## src/rtl/sp_pkg.sv

```systemverilog
package sp_pkg;

   typedef enum logic [2:0] {
      OP_NONE      = 3'd0,
      OP_PUSH_BYTE = 3'd1,
      OP_POP_BYTE  = 3'd2,
      OP_PUSH_RET  = 3'd3,
      OP_POP_RET   = 3'd4
   } sp_op_e;

   localparam int OP_W     = 3;
   localparam int BYTE_W   = 8;
   localparam int LANE_CNT = 2;

   // true for the four codes that touch the stack
   function automatic logic op_moves(input logic [OP_W-1:0] code);
      return (code == OP_PUSH_BYTE) || (code == OP_POP_BYTE) ||
             (code == OP_PUSH_RET)  || (code == OP_POP_RET);
   endfunction

   function automatic logic op_is_push(input logic [OP_W-1:0] code);
      return (code == OP_PUSH_BYTE) || (code == OP_PUSH_RET);
   endfunction

endpackage

```

## src/rtl/sp_step_calc.sv

```systemverilog
module sp_step_calc
   import sp_pkg::*;
#(
   parameter int AW    = 10,
   parameter int FLOOR = 'h60
)(
   input  logic [AW-1:0]       sp_i,
   input  logic [OP_W-1:0]     op_i,
   output logic [AW-1:0]       nxt_o,
   output logic [AW-1:0]       lane0_o,
   output logic [AW-1:0]       lane1_o,
   output logic [LANE_CNT-1:0] en_o,
   output logic                wr_o,
   output logic                move_o,
   output logic                under_o
);

   localparam logic [AW:0] LIM_ONE = (AW+1)'(FLOOR + 1);
   localparam logic [AW:0] LIM_TWO = (AW+1)'(FLOOR + 2);

   logic [AW-1:0] sp_m1, sp_m2, sp_p1, sp_p2;
   logic [AW:0]   sp_ext;

   assign sp_m1  = sp_i - AW'(1);
   assign sp_m2  = sp_i - AW'(2);
   assign sp_p1  = sp_i + AW'(1);
   assign sp_p2  = sp_i + AW'(2);
   assign sp_ext = {1'b0, sp_i};

   always_comb begin
      nxt_o   = sp_i;
      lane0_o = '0;
      lane1_o = '0;
      en_o    = '0;
      wr_o    = 1'b0;
      move_o  = 1'b0;
      under_o = 1'b0;
      case (op_i)
         OP_PUSH_BYTE: begin
            nxt_o   = sp_m1;
            lane0_o = sp_i;
            en_o    = 2'b01;
            wr_o    = 1'b1;
            move_o  = 1'b1;
            under_o = sp_ext < LIM_ONE;
         end
         OP_POP_BYTE: begin
            nxt_o   = sp_p1;
            lane0_o = sp_p1;
            en_o    = 2'b01;
            move_o  = 1'b1;
         end
         OP_PUSH_RET: begin
            nxt_o   = sp_m2;
            lane0_o = sp_i;
            lane1_o = sp_m1;
            en_o    = 2'b11;
            wr_o    = 1'b1;
            move_o  = 1'b1;
            under_o = sp_ext < LIM_TWO;
         end
         OP_POP_RET: begin
            nxt_o   = sp_p2;
            lane0_o = sp_p2;
            lane1_o = sp_p1;
            en_o    = 2'b11;
            move_o  = 1'b1;
         end
         default: ;
      endcase
   end

   // the two lanes of a return address are always adjacent
   always_comb begin
      if (en_o == 2'b11) begin
         a_r4_lane_adjacent: assert ((wr_o && lane1_o == lane0_o - AW'(1)) ||
                                     (!wr_o && lane0_o == lane1_o + AW'(1)))
            else $error("return-address lanes not adjacent");
      end
   end

endmodule

```

## src/rtl/sp_byte_reg.sv

```systemverilog
module sp_byte_reg #(
   parameter int          W   = 8,
   parameter logic [W-1:0] RST = '0
)(
   input  logic         clk,
   input  logic         rst_n,
   input  logic         stk_ld_i,
   input  logic [W-1:0] stk_val_i,
   input  logic         io_ld_i,
   input  logic [W-1:0] io_val_i,
   output logic [W-1:0] q_o
);

   always_ff @(posedge clk or negedge rst_n) begin
      if (!rst_n)        q_o <= RST;
      else if (stk_ld_i) q_o <= stk_val_i;
      else if (io_ld_i)  q_o <= io_val_i;
   end

   // a stack load always wins over a same-cycle I/O load
   a_r8_stack_priority: assert property (@(posedge clk) disable iff (!rst_n)
      (stk_ld_i && io_ld_i) |=> (q_o == $past(stk_val_i)));

endmodule

```

## src/rtl/sp_floor_guard.sv

```systemverilog
module sp_floor_guard (
   input  logic clk,
   input  logic rst_n,
   input  logic under_i,
   input  logic clear_i,
   output logic err_o
);

   always_ff @(posedge clk or negedge rst_n) begin
      if (!rst_n)       err_o <= 1'b0;
      else if (under_i) err_o <= 1'b1;
      else if (clear_i) err_o <= 1'b0;
   end

   a_r9_flag_raised: assert property (@(posedge clk) disable iff (!rst_n)
      under_i |=> err_o);

   a_r9_flag_sticky: assert property (@(posedge clk) disable iff (!rst_n)
      (err_o && !clear_i) |=> err_o);

endmodule

```

## src/rtl/stack_pointer_unit.sv

```systemverilog
module stack_pointer_unit
   import sp_pkg::*;
#(
   parameter int AW      = 10,
   parameter int RAM_END = 'h25F,
   parameter int FLOOR   = 'h60
)(
   input  logic          clk,
   input  logic          rst_n,
   input  logic [2:0]    op_i,
   input  logic          io_wr_lo_i,
   input  logic          io_wr_hi_i,
   input  logic [7:0]    io_wdata_i,
   output logic [7:0]    io_lo_o,
   output logic [7:0]    io_hi_o,
   output logic [AW-1:0] lane0_addr_o,
   output logic [AW-1:0] lane1_addr_o,
   output logic [1:0]    lane_en_o,
   output logic          lane_wr_o,
   output logic          floor_err_o
);

   localparam int            HI_W    = AW - BYTE_W;
   localparam logic [AW-1:0] RST_PTR = AW'(RAM_END);

   if (AW < BYTE_W || AW > 2*BYTE_W) begin : g_bad_aw
      $error("AW must lie between 8 and 16");
   end
   if (RAM_END >= (1 << AW) || FLOOR > RAM_END) begin : g_bad_range
      $error("RAM_END must fit AW and sit at or above FLOOR");
   end

   logic [AW-1:0]       sp_q;
   logic [AW-1:0]       sp_nxt;
   logic [LANE_CNT-1:0] en;
   logic                wr, move, under;
   logic                io_lo_ok, io_hi_ok;
   logic [BYTE_W-1:0]   lo_q;

   sp_step_calc #(.AW(AW), .FLOOR(FLOOR)) u_calc (
      .sp_i   (sp_q),
      .op_i   (op_i),
      .nxt_o  (sp_nxt),
      .lane0_o(lane0_addr_o),
      .lane1_o(lane1_addr_o),
      .en_o   (en),
      .wr_o   (wr),
      .move_o (move),
      .under_o(under)
   );

   assign lane_en_o = en;
   assign lane_wr_o = wr;

   // I/O writes only land in cycles with no stack traffic
   assign io_lo_ok = io_wr_lo_i && !move;
   assign io_hi_ok = io_wr_hi_i && !move;

   sp_byte_reg #(.W(BYTE_W), .RST(RST_PTR[BYTE_W-1:0])) u_lo (
      .clk      (clk),
      .rst_n    (rst_n),
      .stk_ld_i (move),
      .stk_val_i(sp_nxt[BYTE_W-1:0]),
      .io_ld_i  (io_lo_ok),
      .io_val_i (io_wdata_i),
      .q_o      (lo_q)
   );

   assign io_lo_o = lo_q;

   if (HI_W > 0) begin : g_hi
      logic [HI_W-1:0] hi_q;
      sp_byte_reg #(.W(HI_W), .RST(RST_PTR[AW-1:BYTE_W])) u_hi (
         .clk      (clk),
         .rst_n    (rst_n),
         .stk_ld_i (move),
         .stk_val_i(sp_nxt[AW-1:BYTE_W]),
         .io_ld_i  (io_hi_ok),
         .io_val_i (io_wdata_i[HI_W-1:0]),
         .q_o      (hi_q)
      );
      assign sp_q    = {hi_q, lo_q};
      assign io_hi_o = BYTE_W'(hi_q);
   end else begin : g_no_hi
      assign sp_q    = lo_q;
      assign io_hi_o = '0;
   end

   sp_floor_guard u_guard (
      .clk    (clk),
      .rst_n  (rst_n),
      .under_i(under),
      .clear_i(io_lo_ok || io_hi_ok),
      .err_o  (floor_err_o)
   );

   a_r1_reset_value: assert property (@(posedge clk) disable iff (!rst_n)
      $rose(rst_n) |-> (sp_q == RST_PTR && !floor_err_o));

   a_r2_push_byte: assert property (@(posedge clk) disable iff (!rst_n)
      (op_i == OP_PUSH_BYTE) |=> (sp_q == $past(sp_q) - AW'(1)));

   a_r3_pop_byte: assert property (@(posedge clk) disable iff (!rst_n)
      (op_i == OP_POP_BYTE) |=> (sp_q == $past(sp_q) + AW'(1)));

   a_r4_push_ret: assert property (@(posedge clk) disable iff (!rst_n)
      (op_i == OP_PUSH_RET) |=> (sp_q == $past(sp_q) - AW'(2)));

   a_r5_pop_ret: assert property (@(posedge clk) disable iff (!rst_n)
      (op_i == OP_POP_RET) |=> (sp_q == $past(sp_q) + AW'(2)));

   a_r6_idle_hold: assert property (@(posedge clk) disable iff (!rst_n)
      (!op_moves(op_i) && !io_wr_lo_i && !io_wr_hi_i) |=> $stable(sp_q));

   a_r6_idle_lanes: assert property (@(posedge clk) disable iff (!rst_n)
      !op_moves(op_i) |-> (lane_en_o == 2'b00 && !lane_wr_o));

   a_r10_io_clears: assert property (@(posedge clk) disable iff (!rst_n)
      (!op_moves(op_i) && (io_wr_lo_i || io_wr_hi_i)) |=> !floor_err_o);

endmodule

```

## config.mk

```make
export PLATFORM = sky130hd
export DESIGN_NAME = stack_pointer_unit
export DESIGN_NICKNAME = d
export VERILOG_FILES = /design/src/rtl/sp_pkg.sv /design/src/rtl/sp_step_calc.sv /design/src/rtl/sp_byte_reg.sv /design/src/rtl/sp_floor_guard.sv /design/src/rtl/stack_pointer_unit.sv
export SDC_FILE = /design/constraint.sdc
export NUM_CORES = 1
export LEC_CHECK = 0
export BUFFER_PORTS_ARGS = -buffer_cell sky130_fd_sc_hd__buf_2
export CAP_MARGIN = 40
export CORE_MARGIN = 4
export CORE_UTILIZATION = 54
export CTS_CLUSTER_DIAMETER = 120
export DETAILED_ROUTE_END_ITERATION = 16
export PLACE_DENSITY = 0.85
export SYNTH_ARGS = -nofsm -noshare
export SYNTH_HDL_FRONTEND = slang
export SYNTH_SLANG_ARGS = --single-unit
```

## constraint.sdc

```tcl
create_clock -name clk -period 2.4 [get_ports clk]
set_clock_uncertainty 0.15 [all_clocks]
set_input_delay 0.12 -clock clk [delete_from_list [all_inputs] [get_ports clk]]
set_output_delay 0.12 -clock clk [all_outputs]
set_load 0.05 [all_outputs]
```

* Word level (Yosys, flattened, before mapping)
Index checks and enable logic that the tools add are counted.
** Operators by class
- Equal/unequal tests :: 5
- Reduce and logical (&&, ||, !) cells :: 13
- $lt $le $gt $ge :: 2
- Multiplexer cells :: 13
- Add/sub/neg operators :: 4
** Operators with widths (number)
- 10-bit one-hot mux with 4 select lines :: 1
- 10-bit one-hot mux with 3 select lines :: 1
- 10-bit by 7-bit < comparator with 1-bit output (second input constant) :: 2
- 10-bit one-hot mux with 2 select lines :: 1
- 8-bit 2-to-1 mux :: 2
- 10-bit by 1-bit adder with 10-bit output (second input constant) :: 1
- 10-bit by 2-bit adder with 10-bit output (second input constant) :: 1
- 10-bit by 1-bit subtractor with 10-bit output (second input constant) :: 1
- 10-bit by 2-bit subtractor with 10-bit output (second input constant) :: 1
- 3-bit by 2-bit == test with 1-bit output (second input constant) :: 2
- 2-bit nonzero test :: 3
- 2-bit OR reduction :: 3
- 5-bit by 1-bit != test with 1-bit output (second input constant) :: 1
- 1-bit 2-to-1 mux :: 4
- 2-bit 2-to-1 mux :: 2
- 2-bit one-hot mux with 2 select lines :: 1
- 2-bit AND reduction :: 2
- 4-bit OR reduction :: 1
- 3-bit by 1-bit == test with 1-bit output (second input constant) :: 1
- 3-bit == test (second input constant) :: 1
- 1-bit logical AND :: 2
- 1-bit one-hot mux with 2 select lines :: 1
- 1-bit zero test :: 1
- 1-bit logical OR :: 1
** Word-level totals
- Output and inout bits :: 40
- Logic and storage cells :: 40
- Register bits :: 11

* Logic depth before layout (Yosys ltp)
- Word-level depth :: 8
- Gate-level depth with buffers :: 8
- Depth with buffers taken out :: 7

* Hierarchy
From an unflattened synthesis, not the netlist that was laid out.
** Unflattened totals
- Cell total of the unflattened synthesis :: 291
- Area, all modules :: 1929.4 µm²
** Modules (own cells, without submodules)
- sp_step_calc :: area each 1347.5 µm², sequential area each 0.0 µm², times used 1, cells an instance 236
- sp_byte_reg at u_lo :: area each 380.4 µm², sequential area each 207.7 µm², times used 1, cells an instance 34
- sp_byte_reg at g_hi.u_hi :: area each 88.8 µm², sequential area each 51.3 µm², times used 1, cells an instance 8
- stack_pointer_unit :: area each 76.3 µm², sequential area each 0.0 µm², times used 1, cells an instance 10
- sp_floor_guard :: area each 36.3 µm², sequential area each 25.0 µm², times used 1, cells an instance 3

* Worst setup path after synthesis
No wires, ideal clock.
- Kind :: reg-to-output
- From :: register u_lo.q_o[2]
- To :: output port lane1_addr_o[5]
- Slack :: -0.639 ns
- Buffers on the path :: 1
- Cell stages (with the launch flop) :: 8
- Arrival :: 2.769 ns
- Cell sequence :: dfstp_2 clkbuf_1 inv_1 ha_1 or3b_2 nor3_1 a211oi_1 o21ai_0
** Between the ends
- Longest elaborated chain between the ends :: 2
- Elaborated cells between the ends (all ways) :: 3
- Classes of those cells :: add/sub (2); mux (1)
** RTL lines
- start, declared :: RTL line sp_byte_reg.sv:11 : output logic [W-1:0] q_o
- start signal, assigned :: RTL line sp_byte_reg.sv:16 : else if (stk_ld_i) q_o <= stk_val_i;
- start signal, assigned :: RTL line sp_byte_reg.sv:17 : else if (io_ld_i) q_o <= io_val_i;
- 10-bit by 1-bit adder with 10-bit output / 10-bit by 1-bit subtractor with 10-bit output (equally long branches) :: RTL line sp_step_calc.sv:26, sp_step_calc.sv:24
- 10-bit one-hot mux with 2 select lines * :: RTL line sp_step_calc.sv:38 : case (op_i)
- end, declared :: RTL line stack_pointer_unit.sv:17 : output logic [AW-1:0] lane1_addr_o,
Mark *: on every way between the ends. The rest lies on a longest branch, timed or not.

* Worst setup path after layout
- From :: register u_lo.q_o[2]
- To :: output port lane1_addr_o[8]
The elaborated chain is that of the path after synthesis.

==> impl_metrics.ini <==
[outcome]
status = finished, violations left
failed_checks = setup timing

[sta]
fmax_mhz = 395
post-route-min-period_ns = 2.53
slew_headroom_pct = 51.2
tightestPinTransition_ns = 0.727
hold_violations = 0
finalSetupViolations = 2
drv_slew = 0
worst_slack_ns = -0.131
min_period_over_period_pct = 105
hold-worst-slack_ns = 0.0139

[detailed_routing]
dr.pass1.iters = 6
final_antenna_net_count = 0
drt_iter0_drc = 377
vias_per_cell = 6.87
drc = 0
post_drt_wl_per_cell_um = 20.0
vias = 2811
wl_um = 8170

[clock_network]
cts.sinks = 11
cts_buffer_depth = 2
cts-buffers-inserted = 3
clk_pin_slew_ns = 0.06
cts_tree = done
cts-root-buf = clkbuf_8
clock_latency_ns = 0.25
htreeDepth = 1

[cells_and_area]
area_growth_syn_to_layout_pct = 36.3
fillers = 282
drive_gt1_share_pct = 38.2
layout.nets = 381
antennaDiodeCount = 0
seq_area_um2 = 295
multi_input_area_um2 = 1760
utilization_pct = 75.9

[floorplan]
dieArea_um2 = 4820
floorplan.rows = 22
die_h_um = 69.5
start_util_pct = 55.7
die_w_um = 69.5
ios = 55
core-area_um2 = 3660

[logic_synthesis]
ys_seq_area_share_pct = 13.9
synth_cell_type_count = 59
syn_inst = 302
ys_seq_elements = 11
synth-edff-count = 0
yosysTopAreaCell = dfstp_2
postSynthAreaPerCell_um2 = 6.75
yosys_warnings = 0
async_flop_share_pct = 100
synthFlopType = dfstp_2
synth_top_cell_area_share_pct = 9.02
synth_area_leaders = dfstp_2, nand2_1, a21oi_1, dfrtp_1, nor2_1
synth_area_um2 = 2040

[placement]
port_buffers = 48
gp_congestion = 1.02
dp_hpwl_um = 5230

[power_and_ir_drop]
p_leak_nw = 1.15
totalPowerFinal_w = 0.00222
switching_share_pct = 57.2
p_per_area_nw_per_um2 = 798
power.switching_w = 0.00127
p_seq_share_pct = 16.9
pwr-share-comb_pct = 73.6
max-vdd-ir-drop_mv = 0.491
p_clk_share_pct = 9.5
cellInternalPower_w = 0.000951

[critical_path]
crit_family = simple AND/OR/NAND/NOR gates
reg2reg_slack_ns = 0.24
cp_max_fo = 12
slowest_stage = dfstp_4
crit_required_ns = 2.13
path_cells = buf_12 -> buf_4 -> nor4_2 -> nand3_2 -> nor2_1 -> a211oi_2 -> a21oi_2 -> buf_6
end_kind = primary output
worst-path-buf-inv = 3
critPathKind = flip-flop to primary output
cpPeakStageDelay_ns = 0.49
crit_arrival_ns = 2.26
cp-start-kind = flip-flop

[global_route]
grt_start_max_net_pins = 20
antenna_found_initial = 0
gr-max-usage-layer = met2
grt_first_pass_wirelength_um = 11700
met3_usage_pct = 5.80
grt_usage_pct = 29.2
grt_pass1_vias = 2390
overflow = 0
grtUsageMet1_pct = 38.4
met2_usage_pct = 46.9

[job]
cap_violations = 0

[worst_hold_path]
timing.hold.worst.class = input pin to flip-flop
tightest hold or removal path, stage by stage:
cell,delay (ns)
buf_2,0.10
o32ai_1,0.11
nor3_1,0.06
power by group through the flow:
stage                     Clock [W]  Sequential (W)  Combinational, W
after global placement            0        0.000368           0.00133
after floorplan                   0        0.000444          0.000984
after CTS                  0.000206        0.000372           0.00140
after global routing       0.000213        0.000381           0.00172
after detailed placement          0        0.000372           0.00136
final                      0.000211        0.000375           0.00163
per-stage QoR:
stage | cells | setup WS, ns | area [um2] | setup TNS, ns
after CTS | 394 | -0.00554 | 2540 | -0.0105
after global placement | 389 | 0.183 | 2440 | 0
after floorplan | 307 | -0.245 | 2160 | -0.402
after detailed placement | 389 | 0.152 | 2440 | 0
final | 409 | -0.131 | 2780 | -0.137
after global routing | 409 | -0.139 | 2780 | -0.323
area by class of cell:
class,instances,share of cell area (%)
well taps,48,2.16
clock buffers,4,1.62
multi-input cells,250,63.3
repair buffers,88,21.2
flip-flops and latches,11,10.6
inverters,8,1.08
routing by layer:
layer / vias up / wire length (um)
met5: - / 0
met2: 245 / 3700
li1: 1228 / -
met3: 72 / 1050
met1: 1266 / 2920
met4: 0 / 500
Yosys cell counts, drive strengths merged (4+ instances only):
cell type / instances
ha: 4
nand2: 42
nor2: 23
a22oi: 5
o22ai: 9
nor2b: 7
xnor2: 5
dfstp: 7
inv: 8
a211oi: 9
a31oi: 5
dfrtp: 4
o32ai: 4
a21oi: 24
nor3: 13
buf: 23
xor2: 8
mux2i: 4
clkbuf: 15
o21ai: 15
nand3: 10
nand4: 4
worst paths after layout:
| kind | endpoint | depth (start not counted) | startpoint |
|---|---|---|---|
| max in group asynchronous | u_lo.q_o[0] | 2 | rst_n |
| hold reg to reg | u_guard.err_o | 2 | u_guard.err_o |
| min in group asynchronous | u_lo.q_o[7] | 2 | rst_n |
| setup / recovery | lane1_addr_o[8] | 8 | u_lo.q_o[2] |
| setup reg to reg | g_hi.u_hi.q_o[1] | 7 | u_lo.q_o[2] |
| hold / removal | u_lo.q_o[7] | 3 | io_wdata_i[7] |
logic make-up (layout without fill, tap and decap cells):
kind of cell / Yosys count / count (layout) / share of synthesized area [%]
AOI/OAI and AO/OA: 105 / 105 / 36.4
xor gates and xnor gates: 13 / 13 / 5.58
adders and majority gates: 4 / 4 / 2.45
buffers and inverters: 46 / 100 / 10.6
DFF: 11 / 11 / 13.9
muxes: 5 / 5 / 2.52
other: 1 / 6 / 0.184
and+or+nand+nor: 117 / 117 / 28.3
state kept, by name, indices dropped and copies added (netlist names):
| signal | count |
|---|---|
| g_hi.u_hi.q_o | 2 |
| u_guard.err_o | 1 |
| u_lo.q_o | 8 |
layout by cell type, fill, tap and decap left out, types with 4 or more instances in the layout:
master / instances
o21ai_0: 10
a22oi_1: 5
a211oi_1: 6
o22ai_1: 6
nor2b_1: 7
conb_1: 6
a31oi_1: 4
nand3_1: 8
nand2_1: 41
inv_1: 7
buf_2: 42
buf_4: 38
xor2_1: 8
dfrtp_1: 4
nand4_1: 4
xnor2_1: 4
nor3_1: 9
dfstp_2: 4
a21oi_1: 20
a21oi_2: 4
mux2i_1: 4
nor2_1: 22
buf_6: 5
o21ai_1: 4
what timing repair did:
item / CTS / global route
endpoints found under the hold margin: 11 / 0
endpoints found under the setup margin: 8 / 13
pin swaps: 1 / 5
buffers inserted: 0 / 15
hold buffers: 1 / 0
gates resized for setup: 14 / 32
Note: power is estimated with default switching activity, not from simulation.
